==> src/rtl/pfd_lock_pkg.sv <==
// Shared types for the dual phase detector.
// Assumes two channels; the status table is defined only for two.
package pfd_lock_pkg;
    localparam int NCH = 2;

    // Meaning of the two-bit status selector in normal mode
    typedef enum logic [1:0] {
        SEL_NONE = 2'b00,
        SEL_CH2  = 2'b01,
        SEL_CH1  = 2'b10,
        SEL_BOTH = 2'b11
    } ld_sel_e;
endpackage

==> src/rtl/pfd_pair_core.sv <==
// Edge-driven phase-frequency core for one channel.
// Sets raise/lower on the rising-edge strobes and clears both one clock
// after they coincide. A held channel keeps both flags clear.
// Assumes the strobes are single-cycle and synchronous to clk.
module pfd_pair_core (
    input  logic clk,
    input  logic rst_n,
    input  logic hold,
    input  logic pol_rev,
    input  logic ref_rise,
    input  logic fb_rise,
    output logic up_raw,
    output logic dn_raw,
    output logic pump_up,
    output logic pump_dn
);
    logic coin;

    assign coin = up_raw & dn_raw;

    // Flag update: a coincidence clears both, a new edge sets its flag
    always_ff @(posedge clk) begin
        if (!rst_n || hold) begin
            up_raw <= 1'b0;
            dn_raw <= 1'b0;
        end else begin
            up_raw <= (up_raw & ~coin) | ref_rise;
            dn_raw <= (dn_raw & ~coin) | fb_rise;
        end
    end

    // Pump direction mapping
    always_comb begin
        pump_up = pol_rev ? dn_raw : up_raw;
        pump_dn = pol_rev ? up_raw : dn_raw;
    end
endmodule

==> src/rtl/lock_qualifier.sv <==
// Lock qualifier for one channel.
// Counts the cycles in which exactly one flag is set; at each coincidence
// the count decides whether the comparison was good. Lock is declared
// once more than GOOD_RUNS good comparisons have occurred in a row.
// Assumes the flags come from pfd_pair_core.
module lock_qualifier #(
    parameter int WIN_CYCLES = 2,
    parameter int GOOD_RUNS  = 3
) (
    input  logic clk,
    input  logic rst_n,
    input  logic hold,
    input  logic up_raw,
    input  logic dn_raw,
    output logic locked
);
    localparam int EW = $clog2(WIN_CYCLES + 1);
    localparam int SW = $clog2(GOOD_RUNS + 2);
    localparam logic [EW-1:0] ERR_LIM = EW'(WIN_CYCLES);
    localparam logic [EW-1:0] ERR_ONE = EW'(1);
    localparam logic [SW-1:0] RUN_TOP = SW'(GOOD_RUNS + 1);

    logic [EW-1:0] err_cnt;
    logic [SW-1:0] run_cnt;

    // Error width measurement and run counting
    always_ff @(posedge clk) begin
        if (!rst_n || hold) begin
            err_cnt <= '0;
            run_cnt <= '0;
        end else if (up_raw && dn_raw) begin
            err_cnt <= '0;
            if (err_cnt < ERR_LIM) begin
                if (run_cnt != RUN_TOP) run_cnt <= run_cnt + 1'b1;
            end else begin
                run_cnt <= '0;
            end
        end else if (up_raw != dn_raw) begin
            if (err_cnt != ERR_LIM) err_cnt <= err_cnt + 1'b1;
            if (err_cnt >= ERR_LIM - ERR_ONE) run_cnt <= '0;
        end
    end

    // A held channel reports locked
    assign locked = hold | (run_cnt == RUN_TOP);
endmodule

==> src/rtl/test_taps.sv <==
// Divided copies of the oscillator clock, shown on the status pin in test mode.
// Assumes nothing beyond the clock and reset.
module test_taps #(
    parameter int TAP_BITS = 2
) (
    input  logic clk,
    input  logic rst_n,
    output logic half,
    output logic quarter
);
    logic [TAP_BITS-1:0] div_cnt;

    // Free-running divider counter
    always_ff @(posedge clk) begin
        if (!rst_n) div_cnt <= '0;
        else        div_cnt <= div_cnt + 1'b1;
    end

    assign half    = div_cnt[0];
    assign quarter = div_cnt[1];
endmodule

==> src/rtl/ld_select.sv <==
// Status-pin selector. In normal mode it combines the lock flags as the
// selector asks. In test mode it routes one test signal chosen by the
// standby bits and the selector. Assumes eff_lock already reads 1 for
// channels in standby.
module ld_select
    import pfd_lock_pkg::*;
(
    input  logic           test_en,
    input  logic [NCH-1:0] stby,
    input  logic [1:0]     ld_code,
    input  logic [NCH-1:0] eff_lock,
    input  logic           ref_in,
    input  logic [NCH-1:0] fb_in,
    input  logic [NCH-1:0] pre_tap,
    input  logic           half,
    input  logic           quarter,
    output logic           ld
);
    ld_sel_e sel;

    assign sel = ld_sel_e'(ld_code);

    // Output choice
    always_comb begin
        ld = 1'b0;
        if (!test_en) begin
            unique case (sel)
                SEL_NONE: ld = 1'b0;
                SEL_CH2:  ld = eff_lock[1];
                SEL_CH1:  ld = eff_lock[0];
                SEL_BOTH: ld = eff_lock[0] & eff_lock[1];
                default:  ld = 1'b0;
            endcase
        end else begin
            case (stby)
                2'b10: begin
                    case (ld_code)
                        2'b01:   ld = pre_tap[1];
                        2'b10:   ld = fb_in[1];
                        2'b11:   ld = ref_in;
                        default: ld = 1'b0;
                    endcase
                end
                2'b01: begin
                    case (ld_code)
                        2'b00:   ld = quarter;
                        2'b01:   ld = pre_tap[0];
                        2'b10:   ld = fb_in[0];
                        default: ld = half;
                    endcase
                end
                default: ld = 1'b0;
            endcase
        end
    end
endmodule

==> src/rtl/dual_pfd_lock.sv <==
// Top of the dual-channel phase detector with lock status.
// Detects rising edges on the reference and channel pulses, runs one
// detector core and one lock qualifier per channel, and drives the status pin.
// Assumes all pulse inputs are synchronous to clk and stay high for at
// least one cycle.
module dual_pfd_lock
    import pfd_lock_pkg::*;
#(
    parameter int WIN_CYCLES = 2,
    parameter int GOOD_RUNS  = 3
) (
    input  logic           clk,
    input  logic           rst_n,
    input  logic           ref_in,
    input  logic [NCH-1:0] fb_in,
    input  logic [NCH-1:0] pre_tap,
    input  logic           test_en,
    input  logic           pol_rev,
    input  logic [NCH-1:0] stby,
    input  logic [1:0]     ld_code,
    output logic [NCH-1:0] up_out,
    output logic [NCH-1:0] dn_out,
    output logic [NCH-1:0] lock_out,
    output logic           ld_out
);
    logic           ref_q;
    logic [NCH-1:0] fb_q;
    logic           ref_rise;
    logic [NCH-1:0] fb_rise;
    logic [NCH-1:0] up_r;
    logic [NCH-1:0] dn_r;
    logic           tap_half;
    logic           tap_quarter;

    // Previous input levels for edge detection
    always_ff @(posedge clk) begin
        if (!rst_n) begin
            ref_q <= 1'b0;
            fb_q  <= '0;
        end else begin
            ref_q <= ref_in;
            fb_q  <= fb_in;
        end
    end

    assign ref_rise = ref_in & ~ref_q;
    assign fb_rise  = fb_in & ~fb_q;

    for (genvar i = 0; i < NCH; i++) begin : g_ch
        pfd_pair_core u_pfd (
            .clk     (clk),
            .rst_n   (rst_n),
            .hold    (stby[i]),
            .pol_rev (pol_rev),
            .ref_rise(ref_rise),
            .fb_rise (fb_rise[i]),
            .up_raw  (up_r[i]),
            .dn_raw  (dn_r[i]),
            .pump_up (up_out[i]),
            .pump_dn (dn_out[i])
        );

        lock_qualifier #(
            .WIN_CYCLES(WIN_CYCLES),
            .GOOD_RUNS (GOOD_RUNS)
        ) u_lock (
            .clk   (clk),
            .rst_n (rst_n),
            .hold  (stby[i]),
            .up_raw(up_r[i]),
            .dn_raw(dn_r[i]),
            .locked(lock_out[i])
        );
    end

    test_taps #(.TAP_BITS(2)) u_taps (
        .clk    (clk),
        .rst_n  (rst_n),
        .half   (tap_half),
        .quarter(tap_quarter)
    );

    ld_select u_sel (
        .test_en (test_en),
        .stby    (stby),
        .ld_code (ld_code),
        .eff_lock(lock_out),
        .ref_in  (ref_in),
        .fb_in   (fb_in),
        .pre_tap (pre_tap),
        .half    (tap_half),
        .quarter (tap_quarter),
        .ld      (ld_out)
    );
endmodule

==> config.mk <==
export PLATFORM = sky130hd
export DESIGN_NAME = dual_pfd_lock
export DESIGN_NICKNAME = d
export VERILOG_FILES = /design/src/rtl/pfd_lock_pkg.sv /design/src/rtl/pfd_pair_core.sv /design/src/rtl/lock_qualifier.sv /design/src/rtl/test_taps.sv /design/src/rtl/ld_select.sv /design/src/rtl/dual_pfd_lock.sv
export SDC_FILE = /design/constraint.sdc
export NUM_CORES = 1
export LEC_CHECK = 0
export ABC_AREA = 0
export ABC_CLOCK_PERIOD_IN_PS = 3850
export CORE_UTILIZATION = 56
export CTS_CLUSTER_DIAMETER = 120
export DETAILED_ROUTE_END_ITERATION = 8
export PLACE_DENSITY = 0.92
export SLEW_MARGIN = 20
export SYNTH_ARGS = -nofsm -noshare
export SYNTH_HDL_FRONTEND = slang
export SYNTH_SLANG_ARGS = --single-unit
==> constraint.sdc <==
create_clock -name clk -period 3.85 [get_ports clk]
set_input_delay 0.5775 -clock clk [delete_from_list [all_inputs] [get_ports clk]]
set_output_delay 0.5775 -clock clk [all_outputs]
set_load 0.02 [all_outputs]
==> results.toml, run 1 <==
[run_status]
status = "finished, final reports clean"

[placed_design]
place_congestion = 0.800
hpwl_um = 1750
place_area_mm2 = 0.00135
dp_slack_ns = 0.638
io_buffers = 19
dp_cells = 174

[job]
drv_cap = 0

[routing]
via_count = 947
drtAntennaViolNets = 0
met2WireLength_um = 1140
via_per_inst = 5.32
firstDrtPassIters = 4
finalWirelength_um = 2320
wire_per_inst_um = 13.0
drc = 0
drt_iter0_drc = 20
met1_length_um = 1060
top_layer_used = "met4"
wl_met3_um = 84

[finish]
multi_input_area_um2 = 673
nets = 181
diodes = 0
drive_gt1_share_pct = 5.96
final_cell_area_mm2 = 0.00137
fin_util_pct = 69.9
nFillCells = 175
layout_common_cells = "19 x dfxtp_1, 19 x clkdlybuf4s50_1, 18 x inv_1, 16 x ha_1"
area_growth_pct = 17.6
instances_no_fill = 178
seqCellArea_um2 = 380

[sta]
fmax_mhz = 311
fin_ws_ns = 0.630
hold_viol = 0
setup_viol = 0
rsz0062_at_grt = "no"
finalSetupTns_ns = 0
skew_ns = 0.00397
worst_slew_pin_slew_ns = 0.284
drv_slew = 0
min_period_ns = 3.22
period_share_pct = 83.6
holdWs_ns = 0.481
slew_headroom_pct = 81.0

[clock_tree]
clockBufferDepth = 2
clkTransAtPathRegs_ns = 0.10
h-tree-depth = 1
cts_buffers = 3
root_buffer = "clkbuf_4"
clk_latency_ns = 0.29
cts_sinks = 19
cts_tree = "done"
cts_resized = 0
hold_buffers = 0
post_cts_buffers = 0

[logic_synthesis]
ys_seq_area_share_pct = 32.6
synth_area_leaders = "dfxtp_1 33%, ha_1 17%, inv_1 5.8%"
synth_top_area_share_pct = 32.6
avgSynthCellArea_um2 = 8.70
ys_types = 31
syn_inst = 134
synth_warnings = 0
syn_area_mm2 = 0.00117
ys_seq_elements = 19
synth_fp_nets = 163
yosysTopAreaCell = "dfxtp_1"

[critical_path]
path_class = "in2out"
crit_fanout = 4
cp.arrival_ns = 2.64
crit_required_ns = 3.27
end_kind = "primary output"
startpoint_type = "input pin"

[grt]
grt_max_degree = 11
antenna_found_initial = 0
grt-ovfl-total = 0
grt_pass1_vias = 867
track_usage_pct = 23.0
grt_pass1_wl_um = 3650

[floorplan]
die_y_um = 47.6
pin_count = 20
rows = 16
dieArea_mm2 = 0.00227
die_w_um = 47.6
initial_core_util_pct = 59.4
core_area_mm2 = 0.00196

[power_and_ir_drop]
p_per_area_mw_per_mm2 = 274
power.leakage_nw = 0.549
ir_drop_uv = 222
fin_total_pwr_mw = 0.376

[worst_hold_path]
min_path_type = "reg2reg"
## report_power, final
part	leakage (nW)	total, mW	switching [mW]	internal [mW]
sequential	0.155	0.208	0.00511	0.203
combinational	0.379	0.0696	0.0329	0.0366
clock	0.0150	0.0978	0.0576	0.0402
## area by class of cell
type / instances / share of cell area [%]
flip-flops and latches: 19 / 27.7
inverters: 18 / 4.93
repair buffers: 19 / 13.9
clock buffers: 4 / 1.92
multi-input cells: 91 / 49.1
well taps: 27 / 2.46
## routing by layer
metal,track usage (%),up-vias
li1,-,480
met4,8.33,0
met1,28.1,436
met3,3.40,4
met2,40.8,27
met5,0,-
## cells by family after synthesis
logic type                 Yosys count  synth area share (%)
and+or+nand+nor                     42                  19.4
DFF                                 19                  32.6
AOI/OAI and AO/OA                   26                  14.4
buffers and inverters               24                  9.66
muxes                                4                  4.51
xor gates and xnor gates             3                  2.25
adders and majority gates           16                  17.2
## worst paths after layout
path | startpoint | to | slack [ns] | cells past startpoint
setup reg to reg | g_ch[0].u_pfd.dn_raw$_SDFF_PP0_ | g_ch[0].u_lock.run_cnt[1]$_SDFFE_PP0P_ | 2.28 | 5
hold reg to reg | u_taps.div_cnt[0]$_SDFF_PN0_ | u_taps.div_cnt[0]$_SDFF_PN0_ | 0.48 | 1
hold / removal | u_taps.div_cnt[0]$_SDFF_PN0_ | u_taps.div_cnt[0]$_SDFF_PN0_ | 0.48 | 1
setup / recovery | stby[0] | ld_out | 0.63 | 7
## cells in the mapped netlist
| library cell | number |
|---|---|
| nand4b_1 | 1 |
| xnor2_1 | 2 |
| o21ba_2 | 1 |
| and4b_1 | 1 |
| and2_1 | 5 |
| nand3_1 | 2 |
| nor3_1 | 6 |
| a211o_2 | 1 |
| a21oi_1 | 10 |
| dfxtp_1 | 19 |
| o311ai_1 | 1 |
| o21ba_4 | 1 |
| and4b_2 | 1 |
| inv_1 | 18 |
| buf_4 | 6 |
| nand3b_1 | 2 |
| a211o_1 | 1 |
| mux2i_1 | 3 |
| nor2b_1 | 3 |
| a21o_1 | 1 |
| o31ai_1 | 1 |
| a31o_2 | 1 |
| o21ai_0 | 8 |
| mux4_2 | 1 |
| or3b_1 | 1 |
| nor2_1 | 10 |
| nand2b_1 | 1 |
| xor2_1 | 1 |
| nand2_1 | 7 |
| ha_1 | 16 |
| or3_1 | 2 |
## worst max-delay path, stage by stage
cell,delay [ns]
clkdlybuf4s50_1,0.54
inv_1,0.06
ha_1,0.29
nand3b_1,0.16
a211o_1,0.27
o311ai_1,0.09
clkdlybuf4s50_1,0.65
## sequential cells by signal (all words and copies together), names as in the netlist
register and count:
u_taps.div_cnt 2, g_ch.u_pfd.up_raw 2, fb_q 2, ref_q 1
g_ch.u_lock.err_cnt 4, g_ch.u_pfd.dn_raw 2, g_ch.u_lock.run_cnt 6
Note: power is estimated with default switching activity, not from simulation.
==> run 2: changes to the inputs <==
--- a/config.mk
+++ b/config.mk
@@ -6,11 +6,11 @@
 export NUM_CORES = 1
 export LEC_CHECK = 0
 export ABC_AREA = 0
-export ABC_CLOCK_PERIOD_IN_PS = 3850
-export CORE_UTILIZATION = 56
+export ABC_CLOCK_PERIOD_IN_PS = 2800
+export CORE_UTILIZATION = 47
 export CTS_CLUSTER_DIAMETER = 120
 export DETAILED_ROUTE_END_ITERATION = 8
-export PLACE_DENSITY = 0.92
+export PLACE_DENSITY = 0.83
 export SLEW_MARGIN = 20
 export SYNTH_ARGS = -nofsm -noshare
 export SYNTH_HDL_FRONTEND = slang
==> constraint.sdc (replaced) <==
create_clock -name clk -period 2.8 [get_ports clk]
set_input_delay 0.42 -clock clk [delete_from_list [all_inputs] [get_ports clk]]
set_output_delay 0.42 -clock clk [all_outputs]
set_load 0.02 [all_outputs]
==> results.toml, run 2 (synthesis results as in run 1) <==
[placed_design]
dp_cells = 176
io_buffers = 19
hpwl_um = 1630
dp_slack_ns = -0.0303
place_area_mm2 = 0.00135
place_congestion = 0.763

[sta]
setup_viol = 0
drv_slew = 0
skew_ns = 0.000808
hold_viol = 0
fmax_mhz = 393
fin_ws_ns = 0.256
worst_slew_pin_slew_ns = 0.280
rsz0062_at_grt = "no"
period_share_pct = 90.9
holdWs_ns = 0.501
min_period_ns = 2.54
slew_headroom_pct = 81.3
finalSetupTns_ns = 0

[critical_path]
reg2reg_slack_ns = 1.21
reg2reg_to = "g_ch[0].u_lock.run_cnt[1]$_SDFFE_PP0P_"
cp.arrival_ns = 2.12
crit_family = "buffers and inverters"
crit_required_ns = 2.38
path_cells = "clkdlybuf4s50_1, inv_1, ha_1, nand3b_1, a211o_1, o311ai_1, dlygate4sd2_1"
startpoint_type = "input pin"
crit_slowest_cell = "clkdlybuf4s50_1"
crit_fanout = 2
cp_slowest_stage_delay_ns = 0.48
rr_worst_depth = 5
end_kind = "primary output"
path_class = "in2out"
reg2reg_from = "g_ch[0].u_pfd.dn_raw$_SDFF_PP0_"
critPathBufInv = 3

[routing]
via_per_inst = 5.11
firstDrtPassIters = 4
finalWirelength_um = 2100
via_count = 920
drc = 0
wire_per_inst_um = 11.7
drt_iter0_drc = 21
drtAntennaViolNets = 0

[floorplan]
dieArea_mm2 = 0.00268
initial_core_util_pct = 51.2
rows = 17
die_w_um = 51.8
pin_count = 20
die_y_um = 51.8
core_area_mm2 = 0.00228

[grt]
antenna_found_initial = 0
grt_max_degree = 11
grt_pass1_vias = 960
track_usage_pct = 18.5
grt_pass1_wl_um = 3670
grt-ovfl-total = 0

[finish]
multi_input_area_um2 = 673
layout_common_cells = "19 x dfxtp_1, 18 x inv_1, 18 x clkdlybuf4s50_1, 16 x ha_1"
top_regs = "g_ch.u_lock.run_cnt x6, g_ch.u_lock.err_cnt x4"
final_common_cell = "dfxtp_1"
diodes = 0
seqCellArea_um2 = 380
largest_reg_flops = 6
top_register = "g_ch.u_lock.run_cnt"
final_cell_area_mm2 = 0.00138
nFillCells = 192
nets = 182
area_growth_pct = 18.2
instances_no_fill = 180
fin_util_pct = 60.6
drive_gt1_share_pct = 6.58

[clock_tree]
cts_sinks = 19
clockBufferDepth = 2
root_buffer = "clkbuf_4"
cts_buffers = 3
cts_tree = "done"
clkTransAtPathRegs_ns = 0.10
h-tree-depth = 1
clk_latency_ns = 0.29

[run_status]
status = "finished, final reports clean"

[worst_hold_path]
holdPathStages = 3
whs_endpoint = "g_ch[1].u_pfd.dn_raw$_SDFF_PP0_"
worstHoldStart = "fb_q[1]$_SDFF_PN0_"
min_path_type = "reg2reg"

[power_and_ir_drop]
fin_total_pwr_mw = 0.519
p_clk_share_pct = 26.7
p_per_area_mw_per_mm2 = 376
cellInternalPower_mw = 0.385
ir_drop_uv = 240
switching_power_mw = 0.134
combPwrFrac_pct = 18.2
switching_share_pct = 25.8
power.leakage_nw = 0.557
seq_power_share_pct = 55.1

[job]
drv_cap = 0
==> run 2: cell count changes in the layout (fill, tap and decap cells not counted) <==
cell	previous run	this run
buf_4	0	1
clkdlybuf4s50_1	19	18
dlygate4sd2_1	0	1
==> run 2: timing repair <==
action / 4_1_cts / 5_1_grt
endpoints found under the setup margin: 1 / 0
setup buffers: 0 / 0
resized for setup: 1 / 0
hold buffers: 0 / 0
==> run 2: how the worst max path moves through the flow <==
| stage | slack [ns] | cells after the start | startpoint | endpoint |
|---|---|---|---|---|
| final | 0.26 | 7 | stby[0] | ld_out |
| after global routing | 0.20 | 7 | stby[0] | ld_out |
| after CTS | 0.25 | 7 | stby[0] | ld_out |
| after detailed placement | -0.03 | 7 | stby[0] | ld_out |
| after global placement | 0.02 | 7 | stby[0] | ld_out |
| after floorplan | 0.94 | 5 | g_ch[1].u_lock.run_cnt[0]$_SDFFE_PP0P_ | ld_out |
==> run 2: routing by layer <==
layer	track usage [%]	wire [um]	up-vias
met1	22.1	1030	411
met2	29.9	959	23
met5	0	0	-
met4	11.7	37	0
li1	-	-	481
met3	3.80	79	5
==> run 2: cell type report <==
cell class	count	area share (%)
Multi-Input combinational cell	91	48.8
Sequential cell	19	27.6
Inverter	18	4.90
Timing Repair Buffer	20	14.2
Tap cell	28	2.54
Clock buffer	4	1.91
==> run 2: tightest hold or removal path, stage by stage (launching register included) <==
cell and delay (ns):
dfxtp_1 0.31, inv_1 0.04, a21oi_1 0.05, nor2_1 0.07
==> run 2: power by group through the flow <==
stage	registers [mW]	logic, mW	clock network, mW
3_5_place_dp	0.292	0.0950	0
2_1_floorplan	0.291	0.0579	0
3_3_place_gp	0.292	0.0911	0
6_report	0.286	0.0945	0.138
5_1_grt	0.287	0.105	0.153
4_1_cts	0.286	0.0949	0.144
==> run 3: changes to the inputs <==
--- a/config.mk
+++ b/config.mk
@@ -7,11 +7,11 @@
 export LEC_CHECK = 0
 export ABC_AREA = 0
 export ABC_CLOCK_PERIOD_IN_PS = 2800
-export CORE_UTILIZATION = 47
+export CORE_UTILIZATION = 55
 export CTS_CLUSTER_DIAMETER = 120
 export DETAILED_ROUTE_END_ITERATION = 8
-export PLACE_DENSITY = 0.83
-export SLEW_MARGIN = 20
+export DONT_BUFFER_PORTS = 1
+export PLACE_DENSITY = 0.81
 export SYNTH_ARGS = -nofsm -noshare
 export SYNTH_HDL_FRONTEND = slang
 export SYNTH_SLANG_ARGS = --single-unit
==> results.toml, run 3 (synthesis results as in run 1) <==
[finish]
top_regs = "g_ch.u_lock.run_cnt x6, g_ch.u_lock.err_cnt x4"
drive_gt1_share_pct = 7.58
diodes = 0
fin_util_pct = 59.7
nFillCells = 175
area_growth_pct = 1.39
nets = 162
layout_common_cells = "19 x dfxtp_1, 18 x inv_1, 16 x ha_1, 10 x nor2_1, 10 x a21oi_1"
instances_no_fill = 159
largest_reg_flops = 6
top_register = "g_ch.u_lock.run_cnt"
final_common_cell = "dfxtp_1"

[clock_tree]
cts_tree = "done"
clockBufferDepth = 2
clk_latency_ns = 0.30
cts_buffers = 3
cts_resized = 0
cts_sinks = 19
hold_buffers = 0
h-tree-depth = 1
post_cts_buffers = 0
clkTransAtPathRegs_ns = 0.11
root_buffer = "clkbuf_4"

[critical_path]
crit_slowest_cell = "o311ai_1"
crit_fanout = 4
reg2reg_to = "g_ch[0].u_lock.run_cnt[1]$_SDFFE_PP0P_"
worstSetupStartpoint = "g_ch[0].u_lock.run_cnt[0]$_SDFFE_PP0P_"
cp.arrival_ns = 1.89
crit_required_ns = 2.38
worst-path-stages = 5
cp_slowest_stage_delay_ns = 0.68
critPathBufInv = 1
rr_worst_depth = 5
crit_family = "compound AO/OA/AOI/OAI gates"
path_cells = "inv_1, ha_1, a21o_1, nor2_1, o311ai_1"
path_class = "reg2out"
startpoint_type = "flop"
reg2reg_from = "g_ch[0].u_pfd.dn_raw$_SDFF_PP0_"
worstSetupEndpoint = "ld_out"
end_kind = "primary output"
reg2reg_slack_ns = 1.20

[run_status]
status = "finished, final reports clean"

[routing]
finalWirelength_um = 1950
via_per_inst = 5.42
drt_iter0_drc = 12
drc = 0
firstDrtPassIters = 4
wire_per_inst_um = 12.3
drtAntennaViolNets = 0
via_count = 861

[placed_design]
place_congestion = 0.858
hpwl_um = 1540
io_buffers = 0
dp_cells = 155

[job]
drv_cap = 0

[power_and_ir_drop]
p_per_area_mw_per_mm2 = 408
ir_drop_uv = 353
power.leakage_nw = 0.479

[grt]
grt-ovfl-total = 0
grt_max_degree = 12
grt_pass1_vias = 721
antenna_found_initial = 0
grt_pass1_wl_um = 2880
track_usage_pct = 18.5

[sta]
hold_viol = 0
slew_headroom_pct = 48.2
fmax_mhz = 433
drv_slew = 0
skew_ns = 0.0126
setup_viol = 0
period_share_pct = 82.5
holdWs_ns = 0.227
min_period_ns = 2.31
rsz0062_at_grt = "no"
finalSetupTns_ns = 0
worst_slew_pin_slew_ns = 0.765

[floorplan]
die_y_um = 48.0
initial_core_util_pct = 58.8
dieArea_mm2 = 0.00231
die_w_um = 48.0
pin_count = 20
core_area_mm2 = 0.00198
rows = 16

[worst_hold_path]
min_path_type = "in2reg"
[run 3: cell count changes in the layout (fill, tap and decap cells not counted)]
| cell | change |
|---|---|
| clkdlybuf4s50_1 | -18 |
| buf_4 | -1 |
| clkbuf_1 | -1 |
| clkinv_2 | +1 |
| dlygate4sd2_1 | -1 |
[run 3: report_power, final]
part	internal, mW	switching [mW]
logic	0.0267	0.0338
registers	0.279	0.00627
clock network	0.0533	0.0826
[run 3: per-layer routing]
| layer | global-route usage [%] | up-vias | share of wire, % |
|---|---|---|---|
| met1 | 21.7 | 392 | 48 |
| met3 | 7.92 | 5 | 5.7 |
| met2 | 30.8 | 19 | 45 |
| li1 | - | 445 | - |
| met5 | 0 | - | 0 |
| met4 | 5.00 | 0 | 1.1 |
[run 3: how the worst min path moves through the flow]
stage / startpoint / cells after the start / endpoint / slack [ns]
detailed placement: u_taps.div_cnt[0]$_SDFF_PN0_ / 1 / u_taps.div_cnt[0]$_SDFF_PN0_ / 0.45
finish: rst_n / 1 / ref_q$_SDFF_PN0_ / 0.23
floorplan: u_taps.div_cnt[0]$_SDFF_PN0_ / 1 / u_taps.div_cnt[0]$_SDFF_PN0_ / 0.43
global placement: u_taps.div_cnt[0]$_SDFF_PN0_ / 1 / u_taps.div_cnt[0]$_SDFF_PN0_ / 0.45
global route: rst_n / 1 / ref_q$_SDFF_PN0_ / 0.22
CTS: rst_n / 1 / ref_q$_SDFF_PN0_ / 0.22
[run 3: through the flow]
step           cell area, um2  power [mW]  setup WS (ns)
2_1_floorplan            1170       0.349          0.942
4_1_cts                  1180       0.489          0.462
3_3_place_gp             1150       0.349          0.856
5_1_grt                  1180       0.504          0.410
6_report                 1180       0.482          0.491
3_5_place_dp             1150       0.352          0.804
[run 3: layout make-up]
type / instances / area [um2] / share of cell area (%)
multi-input cells: 91 / 673 / 56.9
inverters: 18 / 67.6 / 5.71
well taps: 27 / 33.8 / 2.86
clock inverters: 1 / 5.00 / 0.423
clock buffers: 3 / 22.5 / 1.90
flip-flops and latches: 19 / 380 / 32.2
